==> config.mk <==
export PLATFORM = sky130hd
export DESIGN_NAME = i2c_scl_timer
export DESIGN_NICKNAME = d
export VERILOG_FILES = /design/src/rtl/i2c_scl_timer_pkg.sv /design/src/rtl/scl_cnt_decode.sv /design/src/rtl/scl_phase_seq.sv /design/src/rtl/i2c_scl_timer.sv
export SDC_FILE = /design/constraint.sdc
export NUM_CORES = 1
export LEC_CHECK = 0
export BUFFER_PORTS_ARGS = -buffer_cell sky130_fd_sc_hd__buf_2
export CAP_MARGIN = 10
export CORE_MARGIN = 2
export CORE_UTILIZATION = 40
export CTS_CLUSTER_SIZE = 12
export DETAILED_ROUTE_END_ITERATION = 16
export PLACE_DENSITY = 0.62
export REMOVE_ABC_BUFFERS = 1
export SETUP_SLACK_MARGIN = 0.3
export SYNTH_ARGS = -nofsm -noshare
export SYNTH_HDL_FRONTEND = slang
export SYNTH_SLANG_ARGS = --single-unit
==> constraint.sdc <==
create_clock -name clk -period 7.7 [get_ports clk]
set_clock_uncertainty 0.1 [all_clocks]
set_input_delay 1.54 -clock clk [delete_from_list [all_inputs] [get_ports clk]]
set_output_delay 1.54 -clock clk [all_outputs]
set_load 0.01 [all_outputs]
==> src/rtl/i2c_scl_timer_pkg.sv <==
package i2c_scl_timer_pkg;

    typedef enum logic [2:0] {
        PH_IDLE  = 3'd0,
        PH_BFREE = 3'd1,
        PH_LEAD  = 3'd2,
        PH_PARK  = 3'd3,
        PH_LOW   = 3'd4,
        PH_HIGH  = 3'd5,
        PH_SLOW  = 3'd6,
        PH_SHIGH = 3'd7
    } phase_e;

    typedef enum logic [1:0] {
        OP_BIT   = 2'd0,
        OP_START = 2'd1,
        OP_STOP  = 2'd2,
        OP_NONE  = 2'd3
    } op_e;

endpackage

==> src/rtl/scl_cnt_decode.sv <==
module scl_cnt_decode #(
    parameter int CNT_W    = 16,
    parameter int LO_EXTRA = 2,
    parameter int HI_EXTRA = 7,
    localparam int PW      = CNT_W + 1
) (
    input  logic [2*CNT_W-1:0] tim_high_i,
    input  logic [2*CNT_W-1:0] tim_low_i,
    input  logic [2*CNT_W-1:0] tim_edge_i,
    output logic [PW-1:0]      len_high_o,
    output logic [PW-1:0]      len_low_o,
    output logic [PW-1:0]      pos_rx_o,
    output logic [PW-1:0]      pos_tx_o,
    output logic [PW-1:0]      len_lead_o,
    output logic [PW-1:0]      len_bf_o
);
    localparam int NFIELD = 6;

    logic [2*CNT_W-1:0] word [3];
    logic [CNT_W-1:0]   raw  [NFIELD];
    logic [PW-1:0]      effv [NFIELD];

    assign word[0] = tim_high_i;
    assign word[1] = tim_low_i;
    assign word[2] = tim_edge_i;

    // field order: 0 high, 1 rx, 2 low, 3 tx, 4 bus-free, 5 lead-in
    for (genvar g = 0; g < NFIELD; g++) begin : g_field
        if (g % 2 == 0) begin : g_upper
            assign raw[g] = word[g/2][2*CNT_W-1:CNT_W];
        end else begin : g_lower
            assign raw[g] = word[g/2][CNT_W-1:0];
        end
        assign effv[g] = (raw[g] == '0) ? PW'(1) : {1'b0, raw[g]};
    end

    always_comb begin
        len_high_o = effv[0] + PW'(HI_EXTRA);
        len_low_o  = effv[2] + PW'(LO_EXTRA);
        pos_rx_o   = (effv[1] > len_high_o - PW'(1)) ? len_high_o - PW'(1) : effv[1];
        pos_tx_o   = (effv[3] > len_low_o - PW'(2))  ? len_low_o - PW'(2)  : effv[3];
        len_bf_o   = effv[4];
        len_lead_o = effv[5];
    end

endmodule

==> src/rtl/scl_phase_seq.sv <==
module scl_phase_seq
    import i2c_scl_timer_pkg::*;
#(
    parameter int PW = 17
) (
    input  logic          clk,
    input  logic          rst_n,
    input  logic          op_go_i,
    input  logic [1:0]    op_i,
    input  logic          hold_i,
    input  logic [PW-1:0] len_high_i,
    input  logic [PW-1:0] len_low_i,
    input  logic [PW-1:0] pos_rx_i,
    input  logic [PW-1:0] pos_tx_i,
    input  logic [PW-1:0] len_lead_i,
    input  logic [PW-1:0] len_bf_i,
    output logic          scl_o,
    output logic          tx_stb_o,
    output logic          rx_stb_o,
    output logic          start_phase_o,
    output logic          stop_phase_o,
    output logic          bus_idle_o,
    output logic          bit_ready_o
);
    typedef struct packed {
        phase_e        ph;
        logic [PW-1:0] cnt;
    } seq_s;

    seq_s   s_d, s_q;
    phase_e disp;
    logic   last_lead, last_low, last_high, last_bf;

    always_comb begin
        last_lead = (s_q.cnt == len_lead_i - PW'(1));
        last_low  = (s_q.cnt == len_low_i - PW'(1));
        last_high = (s_q.cnt == len_high_i - PW'(1));
        last_bf   = (s_q.cnt == len_bf_i - PW'(1));

        if (op_go_i && op_i == OP_BIT)       disp = PH_LOW;
        else if (op_go_i && op_i == OP_STOP) disp = PH_SLOW;
        else                                 disp = PH_PARK;

        s_d     = s_q;
        s_d.cnt = s_q.cnt + PW'(1);
        unique case (s_q.ph)
            PH_IDLE: begin
                s_d.cnt = '0;
                if (op_go_i && op_i == OP_START) s_d.ph = PH_LEAD;
            end
            PH_BFREE: begin
                if (last_bf) begin
                    s_d.ph  = PH_IDLE;
                    s_d.cnt = '0;
                end
            end
            PH_LEAD: begin
                if (last_lead) begin
                    s_d.ph  = disp;
                    s_d.cnt = '0;
                end
            end
            PH_PARK: begin
                s_d.ph  = disp;
                s_d.cnt = '0;
            end
            PH_LOW, PH_SLOW: begin
                if (last_low) begin
                    if (hold_i) begin
                        s_d.cnt = s_q.cnt;
                    end else begin
                        s_d.ph  = (s_q.ph == PH_LOW) ? PH_HIGH : PH_SHIGH;
                        s_d.cnt = '0;
                    end
                end
            end
            PH_HIGH: begin
                if (last_high) begin
                    s_d.ph  = disp;
                    s_d.cnt = '0;
                end
            end
            PH_SHIGH: begin
                if (last_high) begin
                    s_d.ph  = PH_BFREE;
                    s_d.cnt = '0;
                end
            end
            default: s_d = s_q;
        endcase
    end

    always_ff @(posedge clk or negedge rst_n) begin
        if (!rst_n) begin
            s_q.ph  <= PH_IDLE;
            s_q.cnt <= '0;
        end else begin
            s_q <= s_d;
        end
    end

    always_comb begin
        scl_o         = !(s_q.ph == PH_PARK || s_q.ph == PH_LOW || s_q.ph == PH_SLOW);
        tx_stb_o      = (s_q.ph == PH_LOW || s_q.ph == PH_SLOW) && (s_q.cnt == pos_tx_i);
        rx_stb_o      = (s_q.ph == PH_HIGH) && (s_q.cnt == pos_rx_i);
        start_phase_o = (s_q.ph == PH_LEAD);
        stop_phase_o  = (s_q.ph == PH_SLOW || s_q.ph == PH_SHIGH);
        bus_idle_o    = (s_q.ph == PH_IDLE);
        bit_ready_o   = (s_q.ph == PH_PARK) || (s_q.ph == PH_LEAD && last_lead)
                     || (s_q.ph == PH_HIGH && last_high);
    end

endmodule

==> src/rtl/i2c_scl_timer.sv <==
module i2c_scl_timer #(
    parameter int CNT_W    = 16,
    parameter int LO_EXTRA = 2,
    parameter int HI_EXTRA = 7
) (
    input  logic               clk,
    input  logic               rst_n,
    input  logic               op_go_i,
    input  logic [1:0]         op_i,
    input  logic               hold_i,
    input  logic [2*CNT_W-1:0] tim_high_i,
    input  logic [2*CNT_W-1:0] tim_low_i,
    input  logic [2*CNT_W-1:0] tim_edge_i,
    output logic               scl_o,
    output logic               tx_stb_o,
    output logic               rx_stb_o,
    output logic               start_phase_o,
    output logic               stop_phase_o,
    output logic               bus_idle_o,
    output logic               bit_ready_o
);
    localparam int PW = CNT_W + 1;

    logic [PW-1:0] len_high, len_low, pos_rx, pos_tx, len_lead, len_bf;

    scl_cnt_decode #(
        .CNT_W    (CNT_W),
        .LO_EXTRA (LO_EXTRA),
        .HI_EXTRA (HI_EXTRA)
    ) u_decode (
        .tim_high_i (tim_high_i),
        .tim_low_i  (tim_low_i),
        .tim_edge_i (tim_edge_i),
        .len_high_o (len_high),
        .len_low_o  (len_low),
        .pos_rx_o   (pos_rx),
        .pos_tx_o   (pos_tx),
        .len_lead_o (len_lead),
        .len_bf_o   (len_bf)
    );

    scl_phase_seq #(
        .PW (PW)
    ) u_seq (
        .clk           (clk),
        .rst_n         (rst_n),
        .op_go_i       (op_go_i),
        .op_i          (op_i),
        .hold_i        (hold_i),
        .len_high_i    (len_high),
        .len_low_i     (len_low),
        .pos_rx_i      (pos_rx),
        .pos_tx_i      (pos_tx),
        .len_lead_i    (len_lead),
        .len_bf_i      (len_bf),
        .scl_o         (scl_o),
        .tx_stb_o      (tx_stb_o),
        .rx_stb_o      (rx_stb_o),
        .start_phase_o (start_phase_o),
        .stop_phase_o  (stop_phase_o),
        .bus_idle_o    (bus_idle_o),
        .bit_ready_o   (bit_ready_o)
    );

endmodule

==> results.py, run 1 <==
metrics = {
    "setup_path": {
        "startpoint_type": "primary input",
        "r2r_setup_slack_ns": 3.56,
        "path_class": "in2out",
        "arrival_ns": 5.58,
        "critical_path.max_fanout": 10,
        "end_kind": "primary output",
        "required_ns": 6.06,
    },
    "timing": {
        "finalHoldViolCount": 0,
        "slew_headroom_pct": 48.7,
        "finalSetupTns_ns": 0,
        "setup_ws_ns": 0.480,
        "slew_violations": 0,
        "max_clock_freq_mhz": 139,
        "rsz0062_at_grt": "no",
        "tightestPinTransition_ns": 0.751,
        "final-setup-viol-count": 0,
        "min_period_ns": 7.22,
        "period_share_pct": 93.8,
    },
    "final_layout": {
        "design_area_um2": 7190,
        "largest_reg_flops": 20,
        "regMostFlops": "u_seq.s_q",
        "nets": 1065,
        "instances_no_fill": 1140,
        "largest_registers": "u_seq.s_q (20)",
        "drive_gt1_share_pct": 19.8,
        "n_antenna_cell": 0,
        "nFillCells": 1601,
        "syn_to_final_growth_pct": 12.8,
    },
    "placed_design": {
        "io_buffers": 108,
        "gp_congestion": 0.931,
        "place_area_um2": 6910,
        "dpl.cell_count": 1129,
        "place_hpwl_mm": 16.5,
        "dp_slack_ns": 0.170,
    },
    "detailed_routing": {
        "drt-total-wl_mm": 20.9,
        "drt_iter0_markers": 520,
        "via_count": 6811,
        "wl_per_cell_um": 18.3,
        "viasPerCell": 5.97,
        "dr.pass1.iters": 5,
        "drc": 0,
        "ant_nets": 0,
    },
    "cts": {
        "cts_tree": "built",
        "cts_buffers": 3,
        "cts-htree-levels": 1,
        "insertion_delay_ns": 0.26,
        "cts_sinks": 20,
        "clock_path_buffers": 2,
        "path_clk_slew_ns": 0.06,
        "cts_root_buffer": "clkbuf_16",
    },
    "yosys": {
        "synth_compound_area_share_pct": 21.4,
        "synth-edff-count": 0,
        "yosys_warnings": 0,
        "synth_largest_area_cell": "xnor2_1",
        "synth_flop_cell": "dfrtp_1",
        "synth_xor_area_share_pct": 20.0,
        "synthTopCellsByArea": "xnor2_1 (13%), dfrtp_1 (7.9%), ha_1 (7.5%)",
        "ys_seq_area_share_pct": 7.85,
        "synth_top_family_by_area": "simple AND/OR/NAND/NOR gates",
        "yosysUniqueCellTypes": 90,
        "synth_mux_area_share_pct": 2.89,
        "ys_seq_elements": 20,
        "yosysTopAreaCellShare_pct": 12.8,
        "netlist_area_um2": 6370,
        "postSynth.asyncResetShare_pct": 100,
        "synthAdderAreaFrac_pct": 7.46,
        "synth-simple-area-share_pct": 32.0,
        "syn_area_per_cell_um2": 7.32,
        "synth_cells": 871,
    },
    "power_and_ir_drop": {
        "p_clk_share_pct": 24.7,
        "ir_drop_uv": 52.6,
        "p_seq_share_pct": 21.6,
        "p_int_uw": 295,
        "combPwrFrac_pct": 53.7,
        "power.switching_uw": 191,
        "p_leak_nw": 3.02,
        "p_per_area_nw_per_um2": 67.6,
        "swShare_pct": 39.3,
        "power_uw": 486,
    },
    "global_route": {
        "overflow": 0,
        "grt_pass1_wl_mm": 33.7,
        "grt_antenna_before_repair": 0,
        "grt_start_max_net_pins": 29,
        "grtUsageTotal_pct": 24.8,
        "grt_pass1_vias": 6421,
    },
    "die": {
        "dieHeight_um": 130,
        "num_io_pins": 109,
        "fp.dieW_um": 130,
        "die_area_um2": 17000,
        "initial_core_util_pct": 40.6,
        "core_um2": 15700,
        "rows": 46,
    },
    "min_path": {
        "worstHoldPathType": "reg2reg",
    },
    "job": {
        "maxCapViolCount": 0,
    },
    "outcome": {
        "outcome": "complete, no violations",
    },
}
==> cell families after synthesis <==
family | count (synthesis)
mux | 18
xor+xnor | 136
buf+inv | 122
compound gates | 193
simple gates | 344
fa+ha+maj | 38
flops | 20
==> cells in the final DEF, fill, tap and decap left out, drive strengths merged, types with 9 or more instances in the layout <==
cell	instances
inv	40
buf	128
nor2b	11
or4	12
nor4	34
o22ai	11
ha	38
a211oi	9
nand4	28
a21oi	29
dfrtp	20
nor3	36
xnor2	95
and3	26
nor2	55
nand2	41
o21ai	46
nand3	35
nor3b	18
a21o	23
mux2i	15
xor2	37
==> worst max-delay path, stage by stage <==
cell       delay [ns]
buf_2            0.19
a211o_1          0.31
a21oi_2          0.20
o2111ai_2        0.13
or2_4            0.30
nor2_1           0.13
xor2_1           0.24
ha_1             0.21
nand4_1          0.13
nor2_1           0.14
a211oi_1         0.06
a21o_1           0.18
a22oi_2          0.19
nand3_2          0.15
buf_4            0.18
or4_1            0.50
a32o_1           0.29
nor4_4           0.32
buf_2            0.19
==> area by class of cell <==
cell class	instances	area, um2	share of cell area (%)
repair buffers	129	723	10.1
well taps	216	270	3.76
clock buffers	4	88.8	1.24
flip-flops and latches	20	500	6.96
inverters	42	158	2.19
multi-input cells	729	5450	75.8
==> per-layer routing <==
metal	vias to the layer above	GRT usage, %	part of all wire (%)
met5	-	0	0
met4	0	8.29	2.8
met3	42	2.05	6.3
met2	258	40.4	45
met1	3189	34.6	46
li1	3322	-	-
==> cell usage after synthesis (20+ instances only) <==
cell type / n
nor2_1: 55
xnor2_1: 93
xor2_1: 37
nand4_1: 26
clkbuf_1: 54
inv_1: 40
nand3_1: 33
dfrtp_1: 20
ha_1: 38
nor4_1: 28
and3_1: 25
o21ai_0: 41
a21o_1: 23
a21oi_1: 28
nor3_1: 34
nand2_1: 41
==> repair_timing <==
| action | in CTS | in global routing |
|---|---|---|
| pin swaps | 0 | 8 |
| endpoints found under the setup margin | 1 | 1 |
| resized for setup | 8 | 27 |
| hold buffers | 0 | 0 |
| setup buffers | 0 | 7 |
==> stage by stage <==
step	hold WS, ns	util [%]
final	0.532	45.8
after detailed placement	0.519	44.0
after global placement	0.518	44.0
after global routing	0.588	45.8
after floorplan	0.474	-
after CTS	0.530	44.8
==> worst paths after layout <==
kind	start	to	cells past startpoint
max in group asynchronous	rst_n	u_seq.s_q[9]$_DFFE_PN0P_	1
max	tim_low_i[21]	tx_stb_o	19
max reg2reg	u_seq.s_q[1]$_DFFE_PN0P_	u_seq.s_q[5]$_DFFE_PN0P_	10
min in group asynchronous	rst_n	u_seq.s_q[19]$_DFFE_PN0P_	1
min reg2reg	u_seq.s_q[18]$_DFFE_PN0P_	u_seq.s_q[18]$_DFFE_PN0P_	2
min	u_seq.s_q[18]$_DFFE_PN0P_	u_seq.s_q[18]$_DFFE_PN0P_	2
==> power by group through the flow <==
| stage | clock (mW) | combinational (mW) | sequential [mW] |
|---|---|---|---|
| finish | 0.120 | 0.261 | 0.105 |
| global route | 0.126 | 0.289 | 0.105 |
| CTS | 0.121 | 0.250 | 0.105 |
| detailed placement | 0 | 0.247 | 0.107 |
| global placement | 0 | 0.247 | 0.107 |
| floorplan | 0 | 0.146 | 0.107 |
No activity file was read; power rests on OpenSTA's default activity.
==> inputs of run 2 (changes only) <==
--- a/config.mk
+++ b/config.mk
@@ -11,7 +11,7 @@
 export CORE_UTILIZATION = 40
 export CTS_CLUSTER_SIZE = 12
 export DETAILED_ROUTE_END_ITERATION = 16
-export PLACE_DENSITY = 0.62
+export PLACE_DENSITY = 0.68
 export REMOVE_ABC_BUFFERS = 1
 export SETUP_SLACK_MARGIN = 0.3
 export SYNTH_ARGS = -nofsm -noshare
==> run 2 against run 1 <==
Compared with the run above: clock-buffer cell count is 1 lower; sequential share of layout area is 0.054 points higher; non-clock buffer count shrank 2; worst hold slack about the same; highest routed layer unchanged.
==> results.py, run 2 (synthesis gave the netlist of run 1 again) <==
metrics = {
    "outcome": {
        "outcome": "complete, no violations",
    },
    "cts": {
        "clock_path_buffers": 2,
        "postCtsHoldBufs": 0,
        "cts_root_buffer": "clkbuf_16",
        "cts_tree": "built",
        "cts-htree-levels": 1,
        "path_clk_slew_ns": 0.05,
        "cts_sinks": 20,
        "insertion_delay_ns": 0.26,
        "cts_buffers": 3,
    },
    "timing": {
        "rsz0062_at_grt": "no",
        "tightestPinTransition_ns": 0.831,
        "hold_slack_ns": 0.532,
        "max_clock_freq_mhz": 138,
        "finalHoldViolCount": 0,
        "finalSetupTns_ns": 0,
        "period_share_pct": 94.3,
        "setup_ws_ns": 0.436,
        "min_period_ns": 7.26,
        "slew_violations": 0,
        "slew_headroom_pct": 44.6,
        "final-setup-viol-count": 0,
    },
    "detailed_routing": {
        "drt-total-wl_mm": 20.6,
        "drt_iter0_markers": 582,
        "wl_per_cell_um": 18.1,
        "viasPerCell": 5.98,
        "drc": 0,
        "via_count": 6810,
        "ant_nets": 0,
        "dr.pass1.iters": 7,
    },
    "die": {
        "die_area_um2": 17000,
        "dieHeight_um": 130,
        "rows": 46,
        "fp.dieW_um": 130,
        "num_io_pins": 109,
        "core_um2": 15700,
        "initial_core_util_pct": 40.6,
    },
    "final_layout": {
        "nets": 1063,
        "drive_gt1_share_pct": 19.0,
        "final_cell_mix": "buf_2 (105), xnor2_1 (93), nor2_1 (54)",
        "post-route-util_pct": 45.4,
        "design_area_um2": 7140,
        "n_antenna_cell": 0,
        "instances_no_fill": 1138,
        "regMostFlops": "u_seq.s_q",
        "final_common_cell": "buf_2",
        "syn_to_final_growth_pct": 12.0,
        "largest_reg_flops": 20,
        "largest_registers": "u_seq.s_q (20)",
    },
    "global_route": {
        "grtUsageTotal_pct": 23.6,
        "grt_antenna_before_repair": 0,
        "grt_pass1_vias": 6045,
        "grt_pass1_wl_mm": 31.9,
        "grt_start_max_net_pins": 29,
        "overflow": 0,
    },
    "power_and_ir_drop": {
        "p_seq_share_pct": 20.8,
        "ir_drop_uv": 56.1,
        "power.switching_uw": 190,
        "p_int_uw": 317,
        "power_uw": 507,
        "combPwrFrac_pct": 51.1,
        "swShare_pct": 37.4,
        "p_clk_share_pct": 28.1,
        "p_leak_nw": 3.00,
        "p_per_area_nw_per_um2": 71.0,
    },
    "placed_design": {
        "io_buffers": 108,
        "dpl.cell_count": 1132,
        "gp_congestion": 0.957,
        "place_hpwl_mm": 16.2,
        "place_area_um2": 6930,
        "dp_slack_ns": 0.204,
    },
    "setup_path": {
        "critical_path.max_fanout": 11,
        "startpoint_type": "primary input",
        "required_ns": 6.06,
        "path_class": "in2out",
        "end_kind": "primary output",
        "arrival_ns": 5.62,
    },
    "min_path": {
        "worstHoldPathType": "reg2reg",
    },
    "job": {
        "maxCapViolCount": 0,
    },
}
==> run 2: changes by cell type in the layout (fill, tap and decap cells not counted), sizes merged <==
cell / change
buf: -3
bufinv: +1
==> run 2: power groups by stage <==
stage	registers [mW]	clock network, mW	logic, mW
after floorplan	0.107	0	0.146
after global placement	0.107	0	0.245
after detailed placement	0.107	0	0.247
after CTS	0.105	0.145	0.248
after global routing	0.105	0.150	0.284
final	0.105	0.142	0.259
==> run 2: worst paths after layout <==
check | start | end | slack (ns) | cells past startpoint
setup / recovery | tim_low_i[17] | tx_stb_o | 0.44 | 18
hold / removal | u_seq.s_q[18]$_DFFE_PN0P_ | u_seq.s_q[18]$_DFFE_PN0P_ | 0.53 | 2
setup reg to reg | u_seq.s_q[1]$_DFFE_PN0P_ | u_seq.s_q[13]$_DFFE_PN0P_ | 3.59 | 10
hold reg to reg | u_seq.s_q[18]$_DFFE_PN0P_ | u_seq.s_q[18]$_DFFE_PN0P_ | 0.53 | 2
max in group asynchronous | rst_n | u_seq.s_q[16]$_DFFE_PN0P_ | 6.07 | 1
min in group asynchronous | rst_n | u_seq.s_q[19]$_DFFE_PN0P_ | 1.13 | 1
==> run 2: routing by layer <==
| metal | share of wire [%] | track usage (%) | vias to the layer above | routed length, um |
|---|---|---|---|---|
| met5 | 0 | 0 | - | 0 |
| met4 | 3.0 | 7.78 | 0 | 618 |
| met3 | 7.8 | 2.09 | 40 | 1610 |
| met2 | 45 | 37.9 | 303 | 9280 |
| met1 | 44 | 33.2 | 3147 | 9060 |
| li1 | - | - | 3320 | - |
==> run 2: what timing repair did <==
action / 4_1_cts / 5_1_grt
endpoints found under the setup margin: 1 / 1
pin swaps: 0 / 6
resized for setup: 2 / 18
buffers inserted: 0 / 2
==> run 2: worst max-delay path, stage by stage <==
cell and delay (ns):
clkbuf_4 0.20, ha_4 0.19, and4_4 0.27, and3_4 0.22
xnor2_2 0.15, nand4b_4 0.18, xnor2_1 0.21, ha_1 0.35
nand4_1 0.14, nor2_2 0.15, o31ai_1 0.10, a21o_1 0.18
a22oi_2 0.19, nand3_2 0.14, or4b_2 0.68, a32o_1 0.23
nor4_2 0.28, buf_2 0.19
==> run 2: final cells by class <==
class | count | area (um2)
inverters | 42 | 158
fillers | 1612 | 8580
flip-flops and latches | 20 | 500
well taps | 216 | 270
multi-input cells | 729 | 5410
repair buffers | 127 | 694
clock inverters | 1 | 30.0
clock buffers | 3 | 75.1
